[config.mk]
export PLATFORM = sky130hd
export DESIGN_NAME = rate_pitch_conv
export DESIGN_NICKNAME = d
export VERILOG_FILES = /design/src/rtl/rate_pitch_pkg.sv /design/src/rtl/pitch_lead_norm.sv /design/src/rtl/pitch_log_rom.sv /design/src/rtl/rate_pitch_conv.sv
export SDC_FILE = /design/constraint.sdc
export NUM_CORES = 1
export LEC_CHECK = 0
export ABC_AREA = 1
export BUFFER_PORTS_ARGS = -buffer_cell sky130_fd_sc_hd__buf_2
export CAP_MARGIN = 20
export CORE_ASPECT_RATIO = 0.6
export CORE_MARGIN = 4
export CORE_UTILIZATION = 45
export DETAILED_ROUTE_END_ITERATION = 12
export PLACE_DENSITY = 0.6
export SETUP_SLACK_MARGIN = 0.1
export SLEW_MARGIN = 40
export SYNTH_ARGS = -nofsm -noshare
export SYNTH_HDL_FRONTEND = slang
export SYNTH_SLANG_ARGS = --single-unit
export TNS_END_PERCENT = 5
[constraint.sdc]
create_clock -name clk -period 19.2 [get_ports clk]
set_input_delay 0.96 -clock clk [delete_from_list [all_inputs] [get_ports clk]]
set_output_delay 0.96 -clock clk [all_outputs]
set_load 0.1 [all_outputs]
[src/rtl/rate_pitch_pkg.sv]
package rate_pitch_pkg;

    localparam int RATE_W   = 32;
    localparam int LEAD_W   = 5;
    localparam int IDX_W    = 7;
    localparam int FRAC_W   = 7;
    localparam int MAG_W    = 20;
    localparam int SLOPE_W  = 8;
    localparam int TAB_N    = 1 << IDX_W;
    localparam int EXP_BIAS = 15;
    localparam logic [RATE_W-1:0] SCALE_K = 32'd11185;
    localparam int PROD_W   = FRAC_W + SLOPE_W;

    typedef enum logic [1:0] {
        ST_IDLE = 2'd0,
        ST_NORM = 2'd1,
        ST_EMIT = 2'd2
    } conv_state_t;

    // 2^20 * log2((128 + k) / 128) by repeated squaring, 1.0 held as 2^30.
    function automatic logic [MAG_W-1:0] log_frac(input int unsigned k);
        logic [63:0] v;
        logic [MAG_W-1:0] r;
        r = '0;
        v = 64'(TAB_N + k) << (30 - IDX_W);
        for (int b = MAG_W - 1; b >= 0; b--) begin
            v = (v * v) >> 30;
            if (v >= (64'd1 << 31)) begin
                r[b] = 1'b1;
                v = v >> 1;
            end
        end
        return r;
    endfunction

    function automatic logic [SLOPE_W-1:0] log_slope(input int unsigned k);
        logic [31:0] hi;
        logic [31:0] lo;
        lo = 32'(log_frac(k));
        hi = (k == TAB_N - 1) ? (32'd1 << MAG_W) : 32'(log_frac(k + 1));
        return SLOPE_W'((hi - lo + 32'd64) >> 7);
    endfunction

endpackage

[src/rtl/pitch_lead_norm.sv]
module pitch_lead_norm
    import rate_pitch_pkg::*;
(
    input  logic [RATE_W-1:0] value,
    output logic [LEAD_W-1:0] lead,
    output logic              found,
    output logic [RATE_W-1:0] normed
);

    always_comb begin
        lead = '0;
        for (int b = 1; b < RATE_W; b++) begin
            if (value[b]) lead = LEAD_W'(b);
        end
        found  = |value[RATE_W-1:1];
        normed = value << (LEAD_W'(RATE_W - 1) - lead);
    end

endmodule

[src/rtl/pitch_log_rom.sv]
module pitch_log_rom
    import rate_pitch_pkg::*;
(
    input  logic [IDX_W-1:0]   idx,
    output logic [MAG_W-1:0]   mag,
    output logic [SLOPE_W-1:0] slope
);

    logic [MAG_W-1:0]   mag_tab   [TAB_N];
    logic [SLOPE_W-1:0] slope_tab [TAB_N];

    for (genvar k = 0; k < TAB_N; k++) begin : g_entry
        localparam logic [MAG_W-1:0]   MAG_K   = log_frac(k);
        localparam logic [SLOPE_W-1:0] SLOPE_K = log_slope(k);
        assign mag_tab[k]   = MAG_K;
        assign slope_tab[k] = SLOPE_K;
    end

    assign mag   = mag_tab[idx];
    assign slope = slope_tab[idx];

endmodule

[src/rtl/rate_pitch_conv.sv]
module rate_pitch_conv
    import rate_pitch_pkg::*;
(
    input  logic        clk,
    input  logic        rst_n,
    input  logic        req_valid,
    output logic        req_ready,
    input  logic [31:0] req_rate,
    output logic [31:0] pitch_out,
    output logic        pitch_done
);

    conv_state_t state_q, state_d;

    logic [RATE_W-1:0]  scaled;
    logic [LEAD_W-1:0]  lead_c;
    logic               found_c;
    logic [RATE_W-1:0]  normed_c;

    logic [LEAD_W-1:0]  lead_q;
    logic [IDX_W-1:0]   idx_q;
    logic [FRAC_W-1:0]  frac_q;
    logic               zero_q;

    logic [MAG_W-1:0]   mag_c;
    logic [SLOPE_W-1:0] slope_c;
    logic [PROD_W-1:0]  prod_c;
    logic signed [31:0] pitch_c;
    logic [31:0]        pitch_q;

    logic accept;

    assign scaled = req_rate * SCALE_K;
    assign accept = req_valid && (state_q == ST_IDLE);

    pitch_lead_norm u_norm (
        .value  (scaled),
        .lead   (lead_c),
        .found  (found_c),
        .normed (normed_c)
    );

    pitch_log_rom u_rom (
        .idx   (idx_q),
        .mag   (mag_c),
        .slope (slope_c)
    );

    always_comb begin
        state_d = state_q;
        unique case (state_q)
            ST_IDLE: if (accept) state_d = ST_NORM;
            ST_NORM: state_d = ST_EMIT;
            ST_EMIT: state_d = ST_IDLE;
            default: state_d = ST_IDLE;
        endcase
    end

    always_ff @(posedge clk) begin
        if (!rst_n) state_q <= ST_IDLE;
        else        state_q <= state_d;
    end

    always_comb begin
        req_ready  = 1'b0;
        pitch_done = 1'b0;
        unique case (state_q)
            ST_IDLE: req_ready  = 1'b1;
            ST_NORM: ;
            ST_EMIT: pitch_done = 1'b1;
            default: ;
        endcase
    end

    always_ff @(posedge clk) begin
        if (!rst_n) begin
            lead_q <= '0;
            idx_q  <= '0;
            frac_q <= '0;
            zero_q <= 1'b1;
        end else if (accept) begin
            lead_q <= lead_c;
            idx_q  <= normed_c[RATE_W-2 -: IDX_W];
            frac_q <= normed_c[RATE_W-2-IDX_W -: FRAC_W];
            zero_q <= !found_c;
        end
    end

    always_comb begin
        prod_c  = PROD_W'(frac_q) * PROD_W'(slope_c);
        pitch_c = ((32'(lead_q) - 32'(EXP_BIAS)) <<< MAG_W)
                + 32'(mag_c) + 32'(prod_c);
    end

    always_ff @(posedge clk) begin
        if (!rst_n)                   pitch_q <= '0;
        else if (state_q == ST_NORM)  pitch_q <= zero_q ? 32'd0 : pitch_c;
    end

    assign pitch_out = pitch_q;

endmodule

After elaboration in Yosys (flattened, before gate mapping) --
Memory sizes are Yosys's and may differ from the RTL's. Index checks and enable logic that the tools add are counted. W data, S select, Z words.
Storage, ports and cells: memories kept 2, memory bits (read-only) 3584, register bits 54, logic and storage cells 64, input bits 35, output and inout port bits 34
Memory list:
- (name not given) | depth 128, width 20, rd ports 1, clocked after Yosys merged registers in 0, write ports 0, RTL line pitch_log_rom.sv:19 | assign mag = mag_tab[idx];
- (name not given) | depth 128, width 8, rd ports 1, clocked after Yosys merged registers in 0, write ports 0, RTL line pitch_log_rom.sv:20 | assign slope = slope_tab[idx];
Cells by class: shift-type cells 1, bitwise logic cells 1, multiply operators 2, add/sub/neg operators 4, order comparisons 1, reductions and logical operators 4, equality and inequality tests 3, multiplexer cells 40
Operators by type and width (number):
- $mux W5 | 16
- $mux W20 | 2
- $mul A32 B14 Y32 const B | 1
- $mux W32 | 1
- $mux W4 | 8
- $shl A32 B5 Y31 | 1
- $reduce_or A31 Y1 | 1
- $add A27 B16 Y28 | 1
- $add A26 B21 Y27 | 1
- $mux W8 | 2
- $mul A7 B8 Y15 | 1
- $mux W3 | 4
- $ge A8 B8 Y1 const B | 1
- $not A7 Y8 | 1
- $mux W2 | 3
- $sub A5 B4 Y6 const B | 1
- $sub A5 B5 Y5 const A | 1
- $pmux W2 S2 | 1
- $mux W1 | 3
- $eq A2 B1 Y1 const B | 1
- $eq A2 B2 Y1 const B | 1
- $logic_not A2 Y1 | 1
- $ne A2 B2 Y1 const B | 1
- $logic_and A1 B1 Y1 | 1
- $logic_not A1 Y1 | 1

Longest topological paths before layout --
depth after elaboration 34, depth in mapped cells 51, mapped depth without buffers 50

By module --
Synthesis repeated with hierarchy kept, for this count alone.
Second synthesis, totals: cells, all modules 2856, area, all modules 17225.3 um2
By module, submodules not included:
- rate_pitch_conv | area each 11398.4 um2, instances 1, cells each 1586, seq. area each 1001.0 um2
- pitch_log_rom | area each 3602.2 um2, instances 1, cells each 786, seq. area each 0.0 um2
- pitch_lead_norm | area each 2224.6 um2, instances 1, cells each 484, seq. area each 0.0 um2

Worst setup path after synthesis --
Ideal clock, no wire load.
path kind flip-flop to flip-flop, start point register idx_q[2], end point register pitch_q[23] (netlist: pitch_out[23]), clock period less this slack 7.787 ns, data required time 19.068 ns, buffers on the path 2, stages on the path, launching flop included 44, slack 11.413 ns, arrival time 7.655 ns, library setup time 0.132 ns, path through dfxtp_1 > clkbuf_1 > clkinv_1 > clkbuf_1 > ha_1 > nor2_1 > nor2_1 > nand2_1 > nand2_1 > o21ai_0 > inv_1 > nor2_1 > fa_1 > ha_1 > inv_1 > fa_1 > fa_1 > inv_1 > [8 not listed] > inv_1 > ha_1 > nand2_1 > o21ai_0 > a21oi_1 > or2_2 > nand2_1 > a21oi_1 > o21ai_0 > nand2_1 > nor2_1 > nand3_1 > nor2_1 > nand3b_1 > nor2_1 > a21boi_0 > o21ai_0 > a21oi_1
On the way: word-level cells in the longest chain between the ends 7, elaborated cells on any way between the ends 11, classes of those cells 2 x add/sub; 1 x mul; 5 x mux; 1 x bitwise; 2 x memory
Ends and longest elaborated chain:
- start: declaration | RTL line rate_pitch_conv.sv:21 | logic [IDX_W-1:0] idx_q;
- start signal: assignment | RTL line rate_pitch_conv.sv:83 | idx_q <= normed_c[RATE_W-2 -: IDX_W];
- $not A7 Y8 (not written as such) * | RTL line pitch_log_rom.sv:19, pitch_log_rom.sv:20
- $mem_v2 Z128 W8 or $mem_v2 Z128 W20 (tied branches)
- $mux W8 (not written as such) or $mux W20 (tied branches) (2 in a row) | RTL line pitch_log_rom.sv:20, pitch_log_rom.sv:19
- $mul A7 B8 Y15 or $add A26 B21 Y27 (tied branches) | RTL line rate_pitch_conv.sv:90, rate_pitch_conv.sv:92
- $add A27 B16 Y28 * | RTL line rate_pitch_conv.sv:92 | + 32'(mag_c) + 32'(prod_c);
- $mux W32 * | RTL line rate_pitch_conv.sv:97 | else if (state_q == ST_NORM) pitch_q <= zero_q ? 32'd0 : pitch_c;
- end signal: assignment | RTL line rate_pitch_conv.sv:97
- end: declaration | RTL line rate_pitch_conv.sv:29 | logic [31:0] pitch_q;
Mark *: on every way between the ends. The rest lies on a longest branch, timed or not. The select of a mux whose other input is x is not followed. A chain may end at the register's enable or synchronous reset.

Worst setup path in the final report --
start point register idx_q[0], end point register pitch_q[23] (netlist: pitch_out[23])
Same word-level chain as after synthesis.

==> run summary <==
Average wire per standard cell -> 20.9 µm
Total CTS buffers -> 5
Starting Density -> 0.459
Clk_skew -> 0.00705 ns
H-tree lvl count -> 2
Clock Tree Root -> clkbuf_16
Initial DRT Pass Iterations -> 6
Total grt overflow -> 0
Slew at the pin closest to its max-slew limit -> 0.882 ns
CTS sink count -> 50
WL final -> 56600 µm
# DRC -> 0
R2R cell count -> 44
First-pass GRT wire length -> 86900 µm
Dpl ws -> 10.26 ns
Post-synth cell types -> 61
Post-CTS Setup Bufs -> 0
Synth top area share -> 0.200
Pins Over Slew Limit -> 0
Die Footprint -> 36400 µm²
Port bufs -> 68
Wire length on met1 -> 28400 µm
FF+latch count, synth -> 50
Status -> completed
Post-CTS Resized -> 0
Initial DRC Count -> 1835
Layout cells sized above 1 -> 0.0690
Critical Path Start Type -> register
Post-synth top flop -> dfxtp_1
Arrival @ worst endpoint -> 9.33 ns
Met2 wire length -> 19500 µm
Top layer in use -> met5
DIE HEIGHT -> 149 µm
Min-Delay Path Class -> register to register
Final nets -> 2635
Skew-Pair Late Insertion Delay -> 0.31 ns
Synth area leader -> fa_1
Gate Count Post-Synth -> 2244
Detailed-placement wirelength estimate -> 47000 µm
Hold depth -> 2
Hold Fails Final Rpt -> 0
Total number of vias -> 15400
Final TNS setup -> 0 ns
RSZ-0062 raised after global routing -> false
CTS hold repair buffers -> 0
Largest net degree at the start of global routing -> 58
Final Worst Setup Slack -> 10.05 ns
Final Non-Filler Cells -> 2712
Total Routing Usage GR -> 0.311
Worst Path Required -> 19.38 ns
Met3 routed WL -> 7940 µm
Critical R2R Launch -> idx_q[0]
Rel. slew slack -> 0.407
Worst-path fanout max -> 14
Min Tclk post-route -> 9.15 ns
Most used cell, CP -> inv_1
Vias in the first global route -> 14600
Reg2reg end -> pitch_out[23]
Via density -> 5.67
Area growth syn-to-layout -> 5.75%
Post-synth EDFFs -> 0
Largest cells by area after synthesis -> fa_1 (20%), ha_1 (16%), nand2_1 (12%)
Tcrit/Tclk final -> 0.476
Seq/Total Area, Yosys -> 0.0668
ANT nets after route -> 0
Clock-pin slew on the worst setup and hold paths -> 0.08 ns
F_max -> 109 MHz
Row count -> 51
Count of final setup violators -> 0
Worst path slowest cell -> dfxtp_1
Synthesis warning total -> 0
Crit path capture -> pitch_out[23]
Core Box Area -> 32600 µm²
# IOs -> 69
Initial antenna violation count -> 2
WS Path Type -> register to register
CP peak stage delay -> 0.64 ns
Post-Place Cells -> 2702
Gpl congestion -> 1.08
Clock buffer depth -> 2
Mapped Avg Cell Area -> 6.68 µm²
Crit path from -> idx_q[0]
Max Cap Violations -> 0
Synthesized area -> 15000 µm²
Die width -> 244 µm
Reg-to-reg setup timing slack -> 10.05 ns
CTS tree -> built
Ys async rst share -> 0
Crit path capture type -> register
Syn nets -> 2620
-- area by class of cell --
cell class	instances	area, µm²
diodes	2	5.00
clock inverters	2	38.8
inverters	425	1600
fillers	3436	16800
clock buffers	6	139
flip-flops and latches	50	1000
multi-input cells	1689	12000
well taps	450	563
repair buffers	88	490
-- layer usage --
layer  vias to the layer above  global-route usage
met5                         -              0.0160
met4                         2              0.0378
met3                        60               0.128
met2                       705               0.381
met1                      7373               0.501
li1                       7244                   -
-- cell usage after synthesis, drive strengths merged (20+ instances only) --
cell type	number
ha	191
clkbuf	54
nand3	190
nand2	480
inv	421
o21ai	149
a21oi	131
buf	26
dfxtp	50
fa	150
nor2	193
o211ai	20
xnor2	23
-- registers in the layout (all words and copies together), names as in the netlist --
name / cells
frac_q: 7
idx_q: 7
lead_q: 5
pitch_out: 28
state_q: 2
zero_q: 1
-- worst max-delay path, delay by kind of cell (launching register included) --
family                   cells  cell delay (ns)
flip-flops                   1             0.64
XOR/XNOR                     1             0.17
AO/OA/AOI/OAI               13             2.16
AND/OR/NAND/NOR             15             1.96
adder cells (fa/ha/maj)      8             3.17
buffers and inverters        7             0.88
-- per-stage QoR --
stage | util | instance area, µm² | hold WS [ns]
after floorplan | - | 15000 | 0.467
after global placement | 0.480 | 15700 | 0.452
after detailed placement | 0.480 | 15700 | 0.456
after CTS | 0.485 | 15800 | 0.468
after global routing | 0.486 | 15800 | 0.482
final | 0.486 | 15800 | 0.464
-- how the worst min path moves through the flow --
stage | start | end | slack, ns
final | pitch_out[9] | pitch_out[9] | 0.46
after global routing | pitch_out[16] | pitch_out[16] | 0.48
after CTS | pitch_out[9] | pitch_out[9] | 0.47
after detailed placement | pitch_out[9] | pitch_out[9] | 0.46
after global placement | pitch_out[13] | pitch_out[13] | 0.45
after floorplan | zero_q | zero_q | 0.47
-- layout by cell type, fill, tap and decap left out, types with 12 or more instances in the layout --
cell	count
nand2_1	461
inv_1	417
ha_1	191
nor2_1	189
nand3_1	187
fa_1	150
o21ai_0	138
a21oi_1	126
buf_2	68
dfxtp_1	49
xnor2_1	22
buf_4	20
o211ai_1	19
xor2_1	18
a31oi_1	17
nand2_2	17
nand3b_1	16
nor3_1	15
nand4_1	12
-- cell families (layout without fill, tap and decap cells) --
| logic type | after synthesis | in the layout | share of synthesized area |
|---|---|---|---|
| AND/OR/NAND/NOR | 924 | 924 | 0.265 |
| buffers and inverters | 505 | 521 | 0.132 |
| AO/OA/AOI/OAI | 382 | 382 | 0.150 |
| adder cells (fa/ha/maj) | 341 | 341 | 0.360 |
| flip-flops | 50 | 50 | 0.0668 |
| XOR/XNOR | 42 | 42 | 0.0256 |
| other | 0 | 2 | 0 |
Power is left out: the tool's default activity adds up to more than one toggle a clock period on the data nets, which glitch-free logic cannot reach.
